===== config.mk =====
export PLATFORM = sky130hd
export DESIGN_NAME = alu_flag_unit
export DESIGN_NICKNAME = d
export VERILOG_FILES = /design/src/rtl/alu_flag_pkg.sv /design/src/rtl/alu_core.sv /design/src/rtl/flag_reg.sv /design/src/rtl/alu_flag_unit.sv
export SDC_FILE = /design/constraint.sdc
export NUM_CORES = 1
export LEC_CHECK = 0
export BUFFER_PORTS_ARGS = -buffer_cell sky130_fd_sc_hd__buf_2
export CAP_MARGIN = 20
export CORE_UTILIZATION = 59
export DETAILED_ROUTE_END_ITERATION = 8
export PLACE_DENSITY = 0.84
export SLEW_MARGIN = 20
export SYNTH_ARGS = -nofsm -noshare
export SYNTH_HDL_FRONTEND = slang
export SYNTH_SLANG_ARGS = --single-unit

===== constraint.sdc =====
create_clock -name clk -period 5.9 [get_ports clk]
set_input_delay 1.18 -clock clk [delete_from_list [all_inputs] [get_ports clk]]
set_output_delay 1.18 -clock clk [all_outputs]
set_load 0.03 [all_outputs]

===== src/rtl/alu_flag_pkg.sv =====
package alu_flag_pkg;
  localparam int FLAG_W = 16;
  localparam int CTL_N  = 3;

  localparam int FB_CF = 0;
  localparam int FB_ONE = 1;
  localparam int FB_PF = 2;
  localparam int FB_AF = 4;
  localparam int FB_ZF = 6;
  localparam int FB_SF = 7;
  localparam int FB_CTL = 8;   // TF, IF, DF occupy 8..10
  localparam int FB_OF = 11;

  localparam logic [3:0] OP_ADD = 4'd0;
  localparam logic [3:0] OP_SUB = 4'd1;
  localparam logic [3:0] OP_DEC = 4'd2;
  localparam logic [3:0] OP_AND = 4'd3;
  localparam logic [3:0] OP_OR  = 4'd4;
  localparam logic [3:0] OP_XOR = 4'd5;
  localparam logic [3:0] OP_NOT = 4'd6;
  localparam logic [3:0] OP_SHL = 4'd7;
  localparam logic [3:0] OP_SHR = 4'd8;
  localparam logic [3:0] OP_SAR = 4'd9;

  typedef struct packed {
    logic cout;     // carry, borrow or shifted-out bit
    logic aux;      // carry/borrow out of bit 3
    logic ovf;      // signed overflow
    logic keep_cf;  // operation must not alter CF
  } alu_stat_t;
endpackage


===== src/rtl/alu_core.sv =====
module alu_core
  import alu_flag_pkg::*;
#(
  parameter int DATA_W = 16,
  parameter int BYTE_W = 8
) (
  input  logic [DATA_W-1:0] a,
  input  logic [DATA_W-1:0] b,
  input  logic [3:0]        op,
  input  logic              byte_mode,
  output logic [DATA_W-1:0] res,
  output alu_stat_t         stat,
  output logic              sign,
  output logic              zero,
  output logic              parity,
  output logic              a_gt_b
);
  localparam logic [DATA_W-1:0] LOW_MASK = {{(DATA_W-BYTE_W){1'b0}}, {BYTE_W{1'b1}}};
  localparam logic [DATA_W-1:0] ONE      = {{(DATA_W-1){1'b0}}, 1'b1};

  logic [DATA_W-1:0] mask, top_mask, am, bm, bsel, raw;
  logic [DATA_W:0]   sum, diff;
  logic              ta, tb, tr, is_add, is_sub, cout;

  always_comb begin
    mask     = byte_mode ? LOW_MASK : '1;
    top_mask = byte_mode ? (ONE << (BYTE_W-1)) : (ONE << (DATA_W-1));
    am       = a & mask;
    bm       = b & mask;
    bsel     = (op == OP_DEC) ? ONE : bm;
    sum      = {1'b0, am} + {1'b0, bsel};
    diff     = {1'b0, am} - {1'b0, bsel};
    ta       = |(am & top_mask);
    tb       = |(bsel & top_mask);
  end

  always_comb begin
    raw    = '0;
    cout   = 1'b0;
    is_add = 1'b0;
    is_sub = 1'b0;
    case (op)
      OP_ADD: begin
        raw    = sum[DATA_W-1:0];
        cout   = byte_mode ? sum[BYTE_W] : sum[DATA_W];
        is_add = 1'b1;
      end
      OP_SUB, OP_DEC: begin
        raw    = diff[DATA_W-1:0];
        cout   = byte_mode ? diff[BYTE_W] : diff[DATA_W];
        is_sub = 1'b1;
      end
      OP_AND: raw = am & bm;
      OP_OR:  raw = am | bm;
      OP_XOR: raw = am ^ bm;
      OP_NOT: raw = ~am;
      OP_SHL: begin
        raw  = am << 1;
        cout = ta;
      end
      OP_SHR: begin
        raw  = am >> 1;
        cout = am[0];
      end
      OP_SAR: begin
        raw  = (am >> 1) | (am & top_mask);
        cout = am[0];
      end
      default: ;
    endcase
  end

  always_comb begin
    res          = raw & mask;
    tr           = |(res & top_mask);
    stat.cout    = cout;
    stat.aux     = (is_add | is_sub) & (am[4] ^ bsel[4] ^ raw[4]);
    stat.ovf     = (is_add & (ta == tb) & (tr != ta)) |
                   (is_sub & (ta != tb) & (tr != ta));
    stat.keep_cf = (op == OP_DEC);
    sign         = tr;
    zero         = (res == '0);
    parity       = ~^res[7:0];
    a_gt_b       = (am > bm);
  end
endmodule


===== src/rtl/flag_reg.sv =====
module flag_reg
  import alu_flag_pkg::*;
(
  input  logic              clk,
  input  logic              rst,
  input  logic              upd,
  input  alu_stat_t         stat,
  input  logic              sign,
  input  logic              zero,
  input  logic              parity,
  input  logic [CTL_N-1:0]  ctl_set,
  input  logic [CTL_N-1:0]  ctl_clr,
  output logic [FLAG_W-1:0] flags
);
  logic cf, pf, af, zf, sf, of_q;
  logic [CTL_N-1:0] ctl;

  always_ff @(posedge clk) begin
    if (rst) begin
      cf <= 1'b0; pf <= 1'b0; af <= 1'b0;
      zf <= 1'b0; sf <= 1'b0; of_q <= 1'b0;
    end else if (upd) begin
      if (!stat.keep_cf) cf <= stat.cout;
      pf   <= parity;
      af   <= stat.aux;
      zf   <= zero;
      sf   <= sign;
      of_q <= stat.ovf;
    end
  end

  for (genvar i = 0; i < CTL_N; i++) begin : g_ctl
    always_ff @(posedge clk) begin
      if (rst)             ctl[i] <= 1'b0;
      else if (ctl_set[i]) ctl[i] <= 1'b1;
      else if (ctl_clr[i]) ctl[i] <= 1'b0;
    end
  end

  always_comb begin
    flags                      = '0;
    flags[FB_CF]               = cf;
    flags[FB_ONE]              = 1'b1;
    flags[FB_PF]               = pf;
    flags[FB_AF]               = af;
    flags[FB_ZF]               = zf;
    flags[FB_SF]               = sf;
    flags[FB_CTL +: CTL_N]     = ctl;
    flags[FB_OF]               = of_q;
  end
endmodule


===== src/rtl/alu_flag_unit.sv =====
module alu_flag_unit
  import alu_flag_pkg::*;
#(
  parameter int DATA_W = 16,
  parameter int BYTE_W = 8
) (
  input  logic              clk,
  input  logic              rst,
  input  logic [DATA_W-1:0] a_in,
  input  logic [DATA_W-1:0] b_in,
  input  logic [3:0]        op_sel,
  input  logic              byte_mode,
  input  logic              flag_wr,
  input  logic [2:0]        ctl_set,
  input  logic [2:0]        ctl_clr,
  output logic [DATA_W-1:0] result_q,
  output logic              carry_q,
  output logic              zero_q,
  output logic              a_gt_b_q,
  output logic [15:0]       flags_q
);
  logic [DATA_W-1:0] res;
  alu_stat_t         stat;
  logic              sign, zero, parity, a_gt_b;

  alu_core #(.DATA_W(DATA_W), .BYTE_W(BYTE_W)) u_core (
    .a(a_in), .b(b_in), .op(op_sel), .byte_mode(byte_mode),
    .res(res), .stat(stat), .sign(sign), .zero(zero),
    .parity(parity), .a_gt_b(a_gt_b)
  );

  flag_reg u_flags (
    .clk(clk), .rst(rst), .upd(flag_wr), .stat(stat),
    .sign(sign), .zero(zero), .parity(parity),
    .ctl_set(ctl_set), .ctl_clr(ctl_clr), .flags(flags_q)
  );

  always_ff @(posedge clk) begin
    if (rst) begin
      result_q <= '0;
      carry_q  <= 1'b0;
      zero_q   <= 1'b0;
      a_gt_b_q <= 1'b0;
    end else begin
      result_q <= res;
      carry_q  <= stat.cout;
      zero_q   <= zero;
      a_gt_b_q <= a_gt_b;
    end
  end
endmodule


==> impl_metrics.toml <==
[run_status]
status = "finished clean"

[power_and_ir_drop]
clock_power_share_pct = 14.6
irDropWorstVdd_mv = 0.0882
pwr-share-seq_pct = 27.4
totalPowerFinal_w = 0.000762
switching_share_pct = 44.5
pwr-share-comb_pct = 58.1
internal-power_w = 0.000423
power_density_nw_per_um2 = 149
leakagePower_nw = 2.57
p_sw_w = 0.000340

[synth]
synth_flop_cell = "dfxtp_1"
synth_commonest_cells = "86 x ha_1, 70 x inv_1, 55 x nor2_1, 54 x nand2_1, 45 x a21oi_1"
synth_top_cell_area_share_pct = 22.6
ys_types = 73
yosysWarnings = 0
synth_seq_cells = 28
syn_inst = 650
synth-compound-area-share_pct = 29.2
synthSimpleGateAreaFrac_pct = 21.9
synth_area_um2 = 4760
avgSynthCellArea_um2 = 7.32
yosysMostFrequentCell = "ha_1"
ys_top_cells_by_area = "ha_1 23%, dfxtp_1 12%, inv_1 5.5%"
synthMuxAreaShare_pct = 1.31
synth_top_family_by_area = "compound AO/OA/AOI/OAI gates"
synth-edff-count = 0
ys_seq_area_share_pct = 11.8
synth-async-reset-ratio_pct = 0
synth_xor_xnor_area_share_pct = 1.47
synth_top_cell_by_area = "ha_1"
synthAdderAreaFrac_pct = 23.5

[die]
dieArea_um2 = 8430
coreArea_um2 = 7770
rows = 32
initial_core_util_pct = 61.3
die_y_um = 91.8
fp.dieW_um = 91.8
io_pins = 81

[setup_path]
cp-end-kind = "flop"
critPathMaxStageDelay_ps = 610
critical_path_class = "primary input to flop"
crit_arrival_ps = 5580
r2r-start = "u_flags.of_q$_SDFFE_PP0P_"
crit_path_max_fanout = 18
cp-startpoint = "op_sel[1]"
cp_cell_sequence = "buf_2 -> nand2b_1 -> or3_1 -> nand2_1 -> ha_1 -> fa_1 -> nor2b_1 -> a221o_1 -> a21o_1 -> a21oi_1 -> o22ai_1 -> nor2_1 -> a21oi_1 -> a2111oi_0 -> ha_1 -> nand4_1 -> nor2_1 -> nand4_1 -> o32ai_2"
worstPathRequired_ps = 6090
r2r_slack_ps = 5160
cp_slowest_cell = "or3_1"
crit_path_start_kind = "primary input"

[sta]
clock.fmax_mhz = 186
tightest_slew_ps = 834
fin_skew_ps = 0
setup_viol = 0
min_period_over_period_pct = 91.3
final_hold_viol_count = 0
slew_headroom_pct = 44.3
tns_ps = 0
rsz0062_at_grt = "false"
timing.final.crit_period_ps = 5390
drv_slew = 0

[placement]
gp_congestion = 0.976
placement.io_buffers = 73
post-dp-hpwl_um = 11400

[detailed_routing]
vias_per_cell = 6.42
num_vias = 5075
initialDrtViolationCount = 737
ant_nets = 0
finalWirelength_um = 14400
drc = 0
wl_per_cell_um = 18.1
dr.pass1.iters = 5

[clock_network]
cts_tree = "done"
h-tree-depth = 1
insertion_delay_ps = 260
cts_setup_buffers = 0
cts-root-buf = "clkbuf_8"
cts_resized = 0
ctsHoldBuffers = 0
clkSinkCount = 28
numCtsBuffers = 3
cts_buffer_depth = 2
clkTransAtPathRegs_ps = 90

[cells_and_area]
area_growth_pct = 7.36
multi_input_area_um2 = 3720
diodes = 0
nets = 824
final.fill_count = 729
register_area_um2 = 561
drive_gt1_share_pct = 14.1

[global_route]
antenna_found_initial = 0
grt_max_degree = 26
grt_pass1_wl_um = 22600
grt_util_all_layers_pct = 33.6
grt-ovfl-total = 0
grt_pass1_vias = 4597

[flow_run]
drv_cap = 0

[min_path]
hp-class = "flop to flop"
min_from = "u_flags.flags[9]$_SDFFE_PP0P_"
==> power by group through the flow <==
| stage | registers [W] | logic (W) | clock network [W] |
|---|---|---|---|
| after floorplan | 0.000234 | 0.000303 | 0 |
| after global placement | 0.000213 | 0.000421 | 0 |
| after detailed placement | 0.000214 | 0.000428 | 0 |
| after CTS | 0.000209 | 0.000430 | 0.000113 |
| after global routing | 0.000210 | 0.000480 | 0.000123 |
| final | 0.000209 | 0.000443 | 0.000111 |
==> worst max-delay path: cells and delay by family <==
kind / cells / cell delay (ps)
AO/OA/AOI/OAI: 7 / 1850
AND/OR/NAND/NOR: 8 / 1560
adder cells (fa/ha/maj): 3 / 700
buffers and inverters: 1 / 270
==> cell usage in the layout (no fill, tap or decap), types with 5 or more instances in the layout <==
cell type	n
a2111oi_0	5
ha_1	86
conb_1	7
o21ai_0	22
o221ai_1	9
dfxtp_1	28
a221o_1	5
xnor2_1	7
a221oi_1	11
a21o_1	8
a211oi_1	10
o22ai_1	19
o31ai_1	5
nand2_1	54
o211ai_1	6
nor2b_1	17
and2_1	7
inv_1	70
nand3_1	6
nor2_1	55
a21oi_1	45
nor3_1	18
nand2b_1	19
buf_2	73
o21bai_1	8
a31oi_1	5
==> logic make-up (layout without fill, tap and decap cells) <==
logic type | count (synthesis) | after routing
compound gates | 196 | 196
fa+ha+maj | 88 | 88
mux | 6 | 6
simple gates | 207 | 207
buf+inv | 115 | 149
other cells | 2 | 7
flops | 28 | 28
xor+xnor | 8 | 8
==> sequential cells by signal, indices dropped and copies added, names as in the netlist <==
signal         cells
u_flags.cf         1
a_gt_b_q           1
u_flags.zf         1
u_flags.sf         1
u_flags.flags      3
carry_q            1
u_flags.of_q       1
result_q          16
zero_q             1
u_flags.pf         1
u_flags.af         1
==> through the flow <==
stage	cell area (um2)	hold slack [ps]	setup slack [ps]	instances	utilization, %
6_report	5110	488	513	791	65.8
2_1_floorplan	4780	454	942	655	-
4_1_cts	5110	492	589	791	65.8
3_3_place_gp	5050	457	618	787	65.1
3_5_place_dp	5050	474	323	787	65.1
5_1_grt	5110	517	205	791	65.8
==> final timing paths <==
kind	end	depth (start not counted)
setup / recovery	u_flags.zf$_SDFFE_PP0P_	19
hold / removal	u_flags.flags[9]$_SDFFE_PP0P_	2
setup reg to reg	u_flags.of_q$_SDFFE_PP0P_	2
hold reg to reg	u_flags.flags[9]$_SDFFE_PP0P_	2
==> layout make-up <==
cell class,instances,share of cell area [%]
clock buffers,4,1.08
inverters,70,5.14
flip-flops and latches,28,11.0
multi-input cells,512,72.9
repair buffers,75,7.45
well taps,102,2.50
==> per-layer routing <==
metal / track usage, % / vias to the layer above / share of wire, %
met5: 0 / - / 0
met4: 11.1 / 0 / 2.6
met3: 3.15 / 43 / 11
met2: 52.1 / 344 / 42
met1: 48.5 / 2299 / 44
li1: - / 2389 / -
Note: power is estimated with default switching activity, not from simulation.
